[src/rtl/mlc_sense_pkg.sv]
package mlc_sense_pkg;

    typedef enum logic [2:0] {
        ST_IDLE = 3'd0,
        ST_LO   = 3'd1,
        ST_MID  = 3'd2,
        ST_HI   = 3'd3,
        ST_DONE = 3'd4
    } sense_st_e;

    localparam logic [1:0] SYM_AMORPH = 2'b00;
    localparam logic [1:0] SYM_UPPER  = 2'b01;
    localparam logic [1:0] SYM_LOWER  = 2'b10;
    localparam logic [1:0] SYM_CRYST  = 2'b11;

    // Raw option index before saturation: (age + (3-cyc) + 1) / 2
    function automatic logic [1:0] tune_raw(input logic [1:0] age, input logic [1:0] cyc);
        logic [2:0] sum;
        sum = {1'b0, age} + {1'b0, ~cyc} + 3'd1;
        return sum[2:1];
    endfunction

endpackage

[src/rtl/mlc_ref_tuner.sv]
module mlc_ref_tuner #(
    parameter int NUM_OPT = 3
) (
    input  logic       clk,
    input  logic       rst_n,
    input  logic       load,
    input  logic       busy,
    input  logic [1:0] age_tag,
    input  logic [1:0] cyc_bkt,
    output logic [1:0] opt_q
);
    import mlc_sense_pkg::*;

    localparam logic [1:0] TOP_OPT = 2'(NUM_OPT - 1);

    logic [1:0] raw;
    logic [1:0] opt_d;

    always_comb begin
        raw   = tune_raw(age_tag, cyc_bkt);
        opt_d = (raw > TOP_OPT) ? TOP_OPT : raw;
    end

    always_ff @(posedge clk or negedge rst_n) begin
        if (!rst_n)    opt_q <= '0;
        else if (load) opt_q <= opt_d;
    end


    opt_hold_chk: assert property (@(posedge clk) disable iff (!rst_n)
        (busy && $past(busy)) |-> $stable(opt_q));


    opt_range_chk: assert property (@(posedge clk) disable iff (!rst_n)
        opt_q <= TOP_OPT);

endmodule

[src/rtl/mlc_sense_fsm.sv]
module mlc_sense_fsm (
    input  logic                     clk,
    input  logic                     rst_n,
    input  logic                     start,
    input  logic                     cmp_below,
    output mlc_sense_pkg::sense_st_e state_q,
    output logic [1:0]               symbol,
    output logic                     done
);
    import mlc_sense_pkg::*;

    sense_st_e state_d;

    always_comb begin
        state_d = state_q;
        unique case (state_q)
            ST_IDLE: if (start) state_d = ST_LO;
            ST_LO:   state_d = cmp_below ? ST_DONE : ST_MID;
            ST_MID:  state_d = cmp_below ? ST_DONE : ST_HI;
            ST_HI:   state_d = ST_DONE;
            ST_DONE: state_d = ST_IDLE;
            default: state_d = ST_IDLE;
        endcase
    end

    always_ff @(posedge clk or negedge rst_n) begin
        if (!rst_n) state_q <= ST_IDLE;
        else        state_q <= state_d;
    end

    always_ff @(posedge clk or negedge rst_n) begin
        if (!rst_n) begin
            symbol <= SYM_AMORPH;
            done   <= 1'b0;
        end else begin
            done <= (state_d == ST_DONE);
            unique case (state_q)
                ST_LO:   if (cmp_below) symbol <= SYM_CRYST;
                ST_MID:  if (cmp_below) symbol <= SYM_LOWER;
                ST_HI:   symbol <= cmp_below ? SYM_UPPER : SYM_AMORPH;
                default: ;
            endcase
        end
    end


    done_pulse_chk: assert property (@(posedge clk) disable iff (!rst_n)
        done |=> !done);


    done_state_chk: assert property (@(posedge clk) disable iff (!rst_n)
        done |=> (state_q == ST_IDLE));

endmodule

[src/rtl/mlc_ref_mux.sv]
module mlc_ref_mux #(
    parameter int NUM_OPT = 3,
    parameter int REF_W   = 3
) (
    input  mlc_sense_pkg::sense_st_e state,
    input  logic [1:0]               opt,
    output logic [REF_W-1:0]         ref_sel
);
    import mlc_sense_pkg::*;

    localparam logic [REF_W-1:0] TUNE_BASE = REF_W'(3);

    always_comb begin
        unique case (state)
            ST_LO:   ref_sel = REF_W'(1);
            ST_MID:  ref_sel = REF_W'(2);
            ST_HI:   ref_sel = TUNE_BASE + REF_W'(opt);
            default: ref_sel = '0;
        endcase
    end

endmodule

[src/rtl/mlc_level_sense.sv]
module mlc_level_sense #(
    parameter int NUM_OPT = 3
) (
    input  logic       clk,
    input  logic       rst_n,
    input  logic       start,
    input  logic       cmp_below,
    input  logic [1:0] age_tag,
    input  logic [1:0] cyc_bkt,
    output logic [2:0] ref_sel,
    output logic [1:0] symbol,
    output logic       done
);
    import mlc_sense_pkg::*;

    localparam int REF_W = 3;

    sense_st_e  state;
    logic [1:0] opt;
    logic       busy;
    logic       accept;

    assign busy   = (state != ST_IDLE);
    assign accept = start && !busy;

    mlc_sense_fsm u_fsm (
        .clk       (clk),
        .rst_n     (rst_n),
        .start     (start),
        .cmp_below (cmp_below),
        .state_q   (state),
        .symbol    (symbol),
        .done      (done)
    );

    mlc_ref_tuner #(.NUM_OPT(NUM_OPT)) u_tuner (
        .clk     (clk),
        .rst_n   (rst_n),
        .load    (accept),
        .busy    (busy),
        .age_tag (age_tag),
        .cyc_bkt (cyc_bkt),
        .opt_q   (opt)
    );

    mlc_ref_mux #(.NUM_OPT(NUM_OPT), .REF_W(REF_W)) u_mux (
        .state   (state),
        .opt     (opt),
        .ref_sel (ref_sel)
    );


    first_ref_chk: assert property (@(posedge clk) disable iff (!rst_n)
        accept |=> (ref_sel == 3'd1));


    tuned_range_chk: assert property (@(posedge clk) disable iff (!rst_n)
        (ref_sel >= 3'd3) |-> (ref_sel < 3'(3 + NUM_OPT)));


    early_stop_chk: assert property (@(posedge clk) disable iff (!rst_n)
        (done && $past(ref_sel) == 3'd1) |-> (symbol == 2'b11));


    done_quiet_chk: assert property (@(posedge clk) disable iff (!rst_n)
        done |-> (ref_sel == 3'd0));

endmodule

[config.mk]
export PLATFORM = sky130hd
export DESIGN_NAME = mlc_level_sense
export DESIGN_NICKNAME = d
export VERILOG_FILES = /design/src/rtl/mlc_sense_pkg.sv /design/src/rtl/mlc_ref_tuner.sv /design/src/rtl/mlc_sense_fsm.sv /design/src/rtl/mlc_ref_mux.sv /design/src/rtl/mlc_level_sense.sv
export SDC_FILE = /design/constraint.sdc
export NUM_CORES = 1
export LEC_CHECK = 0
export ABC_AREA = 1
export CORE_AREA = 10 10 47 49
export DETAILED_ROUTE_END_ITERATION = 16
export DIE_AREA = 0 0 57 59
export SLEW_MARGIN = 20
export SYNTH_ARGS = -nofsm -noshare
export SYNTH_HDL_FRONTEND = slang
export SYNTH_SLANG_ARGS = --single-unit
[constraint.sdc]
create_clock -name clk -period 1.5 [get_ports clk]
set_clock_uncertainty 0.15 [all_clocks]
set_input_delay 0.3 -clock clk [delete_from_list [all_inputs] [get_ports clk]]
set_output_delay 0.3 -clock clk [all_outputs]
set_load 0.02 [all_outputs]
== Yosys cells after proc, flatten, opt, wreduce, memory -nomap -nowiden ==
Cells that the tools add are included.

* $add $sub $neg: 3
* Eq/ne operators: 6
* Multiplexer cells: 10
* Reduce and logical (&&, ||, !) cells: 6
* Bitwise logic cells: 1
* $lt $le $gt $ge: 1

{| class="wikitable"
|+ Operators with widths
! cell !! number
|-
| 3-bit one-hot mux with 4 select lines || 1
|-
| 3-bit 2-to-1 mux || 3
|-
| 3-bit one-hot mux with 3 select lines || 1
|-
| 3-bit by 2-bit == test with 1-bit output, second input constant || 2
|-
| 2-bit 2-to-1 mux || 3
|-
| 2-bit one-hot mux with 3 select lines || 1
|-
| 3-bit nonzero test || 2
|-
| 2-bit != test, second input constant || 2
|-
| 2-bit by 2-bit adder with 3-bit output || 1
|-
| 2-bit by 2-bit adder with 3-bit output, first input constant || 1
|-
| 3-bit by 1-bit adder with 3-bit output, second input constant || 1
|-
| 3-bit by 1-bit == test with 1-bit output, second input constant || 1
|-
| 3-bit == test, second input constant || 1
|-
| 3-bit logical NOT || 1
|-
| 3-bit AND reduction || 1
|-
| 2-bit greater-than comparator, second input constant || 1
|-
| 2-bit inverter || 1
|-
| 1-bit logical AND || 1
|-
| 1-bit logical NOT || 1
|-
| 1-bit 2-to-1 mux || 1
|}

* Register bits: 8
* Output and inout port bits: 6
* Bits of input ports: 8

== Logic depth before layout (Yosys ltp) ==
* Depth in word-level cells: 5
* Mapped depth: 6

== Cells and area by module ==
From an unflattened synthesis, not the netlist that was laid out.

* Cell total of the unflattened synthesis: 61
* Area total of the unflattened synthesis: 452.9 um^2

{| class="wikitable"
|+ By module, submodules not included
! module !! area an instance (um^2) !! times used !! cells an instance !! sequential area each (um^2)
|-
| mlc_sense_fsm || 246.5 || 1 || 27 || 150.1
|-
| mlc_ref_tuner || 112.6 || 1 || 14 || 50.0
|-
| mlc_ref_mux || 67.6 || 1 || 15 || 0.0
|-
| mlc_level_sense || 26.3 || 1 || 5 || 0.0
|}

== Least setup slack after synthesis ==
OpenSTA, ideal clock, no wires.

* Path type: register to output
* From: register u_tuner.opt_q[0]
* To: output ref_sel[1]
* Arrival: 1.026 ns
* Path slack: 0.024 ns
* Buffers on the path: 0
* Cell stages (with the launch flop): 4
* Path through: dfrtp_1 > inv_1 > ha_1 > a21oi_1

* Word-level cells in the longest chain between the ends: 2

{| class="wikitable"
|+ RTL lines
! item !! line !! text
|-
| start, declared || mlc_ref_tuner.sv:10 || <nowiki>output logic [1:0] opt_q</nowiki>
|-
| start signal, assigned || mlc_ref_tuner.sv:26 || <nowiki>else if (load) opt_q <= opt_d;</nowiki>
|-
| 2-bit by 2-bit adder with 3-bit output || mlc_ref_mux.sv:17 || <nowiki>ST_HI: ref_sel = TUNE_BASE + REF_W'(opt);</nowiki>
|-
| 3-bit one-hot mux with 3 select lines || mlc_ref_mux.sv:14 || <nowiki>unique case (state)</nowiki>
|-
| end, declared || mlc_level_sense.sv:10 || <nowiki>output logic [2:0] ref_sel,</nowiki>
|}

Every way passes these cells.

== Worst setup path in the final report ==
Same ends and word-level chain as after synthesis.

==> reports/results.env <==
NETS=84
CTS_MADE_BUFFERS=3
CTS.PATH.MAX_BUFFERS=2
CRITICAL_PATH_REQUIRED_NS=1.05
YS.WARNINGS.COUNT=0
LAYOUT.CELL_AREA.NON_FILLER_SQ_UM=654
MULTIPLEXER_SHARE_OF_THE_SYNTHESIZED_AREA=0
MIN_PERIOD_OVER_PERIOD=1.09
SLEW_VIOLATIONS=0
STATUS='finished with violations'
WL_PER_CELL_UM=11.2
FMAXACHIEVABLE_GHz=0.612
CP-END-KIND='output pin'
CORE_REGION_AREA_SQ_UM=1400
SYNTH_TOP_FAMILY_BY_AREA='simple AND/OR/NAND/NOR gates'
WORST-PATH-MAX-FANOUT=2
PORT-BUFFER-COUNT=13
STARTPOINT='u_tuner.opt_q[0]'
WORST_SKEW_PAIR.LATE_LATENCY_NS=0.25
FLOORPLAN.IO_PINS=14
POST_SYNTHESIS_COMPOUND_GATE_AREA_FRACTION=0.0738
WORST-SETUP-PATH-TYPE='flop to output pin'
CRITICAL_PATH_TOP_DELAY_CELL='sky130_fd_sc_hd__dfrtp_1'
POST_SYNTH_XOR_AREA_FRACTION=0
CTS_SINKS=8
POWER.IR.VDD_WORST_uV=811
SYNTH_INSTANCES=47
DP_SLACK_NS=-0.369
SYNTH-SEQ-AREA-SHARE=0.492
HOLD_VIOLATIONS=0
INITIALDRTVIOLATIONCOUNT=12
SLEW-LIMIT-HEADROOM=0.754
PLACED_CELL_AREA_SQ_UM=617
NUM_ANTENNA_CELLS=0
R2R_END='u_tuner.opt_q[1]'
CTS_TREE='yes'
POWER.STATIC_LEAKAGE_nW=0.344
CAP_VIOLATIONS=0
CTS_ROOT_BUFFER='sky130_fd_sc_hd__clkbuf_4'
DIE-WIDTH_UM=57
INITIAL_CORE_UTIL=0.290
FP.DIEAREA_SQ_UM=3360
STARTPOINT_TYPE='flop'
ANTENNA_LEFT=0
PLACE_CONGESTION=0.816
SYN_TO_FINAL_GROWTH_PCT=60.9
CRIT_CHAIN='inv_1, ha_1, a21oi_2, buf_6'
REG2REG_SETUP_SLACK_NS=0.20
SYNTHESIS.AREA_PER_INSTANCE_SQ_UM=8.65
ROUTE.VIAS.TOTAL=387
POST-ROUTE-DRC-COUNT=0
SYNTH_TOP_CELL_AREA_SHARE=0.492
DRT-VIAS-PER-INSTANCE=4.40
YOSYS.CELL_TYPES.COUNT=13
CTS.REPORTEDPATHS.CLKPINSLEW_NS=0.05
YOSYSTOPAREACELL='sky130_fd_sc_hd__dfrtp_1'
FIRST_GLOBAL_VIAS=413
PLACE.DETAILED.HPWL_UM=760
DR_PASS1_ITERATIONS=4
TIMING.FINAL.WS_SETUP_NS=-0.134
GRT_USE_TOTAL=0.0618
LAYOUT-DRIVE-GT1-SHARE=0.347
GLOBALROUTEOVERFLOWTOTAL=0
POWER_DENSITY_nW_PER_UM2=1850
WORST-SLEW-PIN-TRANSITION_NS=0.368
WORSTPATHARRIVAL_NS=1.18
SYNTH.TOP_CELLS.BY_AREA='sky130_fd_sc_hd__dfrtp_1, sky130_fd_sc_hd__inv_1, sky130_fd_sc_hd__nand2_1'
GRT_START_MAX_NET_PINS=9
CTS_HOLD_BUFFERS=0
GRT_PASS1_WL_UM=1660
WORST_HOLD_PATH_TYPE='input pin to async pin'
SYNTH.NET_COUNT=57
SLOWEST_DELAY_NS=0.34
ROW_COUNT=14
SYNTH_ADDER_AREA_SHARE=0.0800
FINAL.MIN_CLOCK_PERIOD_NS=1.63
REG2REG_FROM='u_fsm.state_q[1]'
NUMBER_OF_REGISTER_BITS_INFERRED_BY_SYNTHESIS=8
SYNTH.CELL_AREA_SQ_UM=407
RSZ0062_AT_GRT='yes'
GRT_ANTENNA_BEFORE_REPAIR=0
WORST_R2R_PATH_CELLS=5
DIE-HEIGHT_UM=59
DETAIL_ROUTE.WIRELENGTH_UM=989
SYNTH-SIMPLE-AREA-SHARE=0.262
H-TREE-DEPTH=1
VIOLATIONS='negative setup slack'
COUNT_OF_ENDPOINTS_FAILING_SETUP_IN_THE_FINAL_REPORT=2
UTILIZATION=0.467
-- sequential cells by signal (all words and copies together) (netlist names) --
name,flops
u_fsm.done,1
u_fsm.state_q,3
u_tuner.opt_q,2
u_fsm.symbol,2
-- cells by family (layout without fill, tap and decap cells) --
group / Yosys count / after routing
adders and majority gates: 2 / 2
DFF: 8 / 8
and+or+nand+nor: 21 / 21
buffers and inverters: 10 / 35
AOI/OAI and AO/OA: 6 / 6
-- layout make-up --
type	count	area, sq um
Inverter	10	37.5
Timing Repair Buffer	22	194
Sequential cell	8	201
Clock buffer	3	22.5
Multi-Input combinational cell	29	179
Fill cell	148	747
Tap cell	16	20.0
-- where the power goes --
part | total [mW] | switching (mW) | internal, mW | leakage [nW]
Sequential | 0.392 | 0.0742 | 0.318 | 0.100
Clock | 0.156 | 0.0650 | 0.0910 | 0.0138
Combinational | 0.663 | 0.347 | 0.316 | 0.230
Total | 1.21 | 0.486 | 0.725 | 0.344
-- synthesized netlist by cell type --
master                     count
sky130_fd_sc_hd__a21oi_1       2
sky130_fd_sc_hd__dfrtp_1       8
sky130_fd_sc_hd__fa_1          1
sky130_fd_sc_hd__ha_1          1
sky130_fd_sc_hd__inv_1        10
sky130_fd_sc_hd__nand2_1      10
sky130_fd_sc_hd__nand2_2       3
sky130_fd_sc_hd__nand3_1       3
sky130_fd_sc_hd__nand3_2       2
sky130_fd_sc_hd__nand3b_1      1
sky130_fd_sc_hd__nor2_1        2
sky130_fd_sc_hd__o21ai_0       2
sky130_fd_sc_hd__o21ai_1       2
-- critical path: cells and delay by family, from the launching register on --
kind,cells,cell delay (ns)
buffers and inverters,2,0.17
DFF,1,0.34
adders and majority gates,1,0.29
AOI/OAI and AO/OA,1,0.13
-- metrics by stage --
step                hold WS [ns]  std cells  setup TNS, ns  power [mW]
finish                     0.181         88         -0.141        1.21
global route               0.192         88         -0.388        1.33
CTS                        0.189         88         -0.176        1.19
detailed placement         0.316         84          -1.12        1.02
global placement           0.307         84          -1.08        1.01
floorplan                 -0.146         47              0       0.701
-- how the worst max path moves through the flow --
stage	slack [ns]	cells after the start	end
6_report	-0.13	4	ref_sel[1]
4_1_cts	-0.15	4	ref_sel[1]
3_3_place_gp	-0.35	4	ref_sel[1]
3_5_place_dp	-0.37	4	ref_sel[1]
5_1_grt	-0.22	4	ref_sel[1]
2_1_floorplan	0.02	3	ref_sel[1]
-- repair_timing --
item                       in CTS  in global routing
gates resized for setup        21                  4
setup endpoints to repair       6                  3
pin swaps                       2                  1
setup buffers                   1                  0
-- metal layers --
metal	vias up	track usage	wire [um]
li1	196	-	-
met4	0	0.0302	0
met5	-	0	0
met1	175	0.0618	437
met2	16	0.102	472
met3	0	0.0343	79
-- layout by cell type (no fill, tap or decap) --
| cell type | count |
|---|---|
| sky130_fd_sc_hd__o21ai_1 | 2 |
| sky130_fd_sc_hd__nand2_1 | 9 |
| sky130_fd_sc_hd__dfrtp_2 | 1 |
| sky130_fd_sc_hd__clkbuf_4 | 3 |
| sky130_fd_sc_hd__dlygate4sd2_1 | 3 |
| sky130_fd_sc_hd__o21ai_0 | 2 |
| sky130_fd_sc_hd__inv_1 | 9 |
| sky130_fd_sc_hd__nand2_2 | 4 |
| sky130_fd_sc_hd__buf_6 | 2 |
| sky130_fd_sc_hd__ha_1 | 1 |
| sky130_fd_sc_hd__nor2_1 | 2 |
| sky130_fd_sc_hd__clkdlybuf4s50_1 | 7 |
| sky130_fd_sc_hd__a21oi_2 | 2 |
| sky130_fd_sc_hd__fa_1 | 1 |
| sky130_fd_sc_hd__dfrtp_1 | 7 |
| sky130_fd_sc_hd__nand3b_1 | 1 |
| sky130_fd_sc_hd__nand3_2 | 2 |
| sky130_fd_sc_hd__buf_4 | 10 |
| sky130_fd_sc_hd__inv_2 | 1 |
| sky130_fd_sc_hd__nand3_1 | 3 |
(Power assumes the default switching activity.)
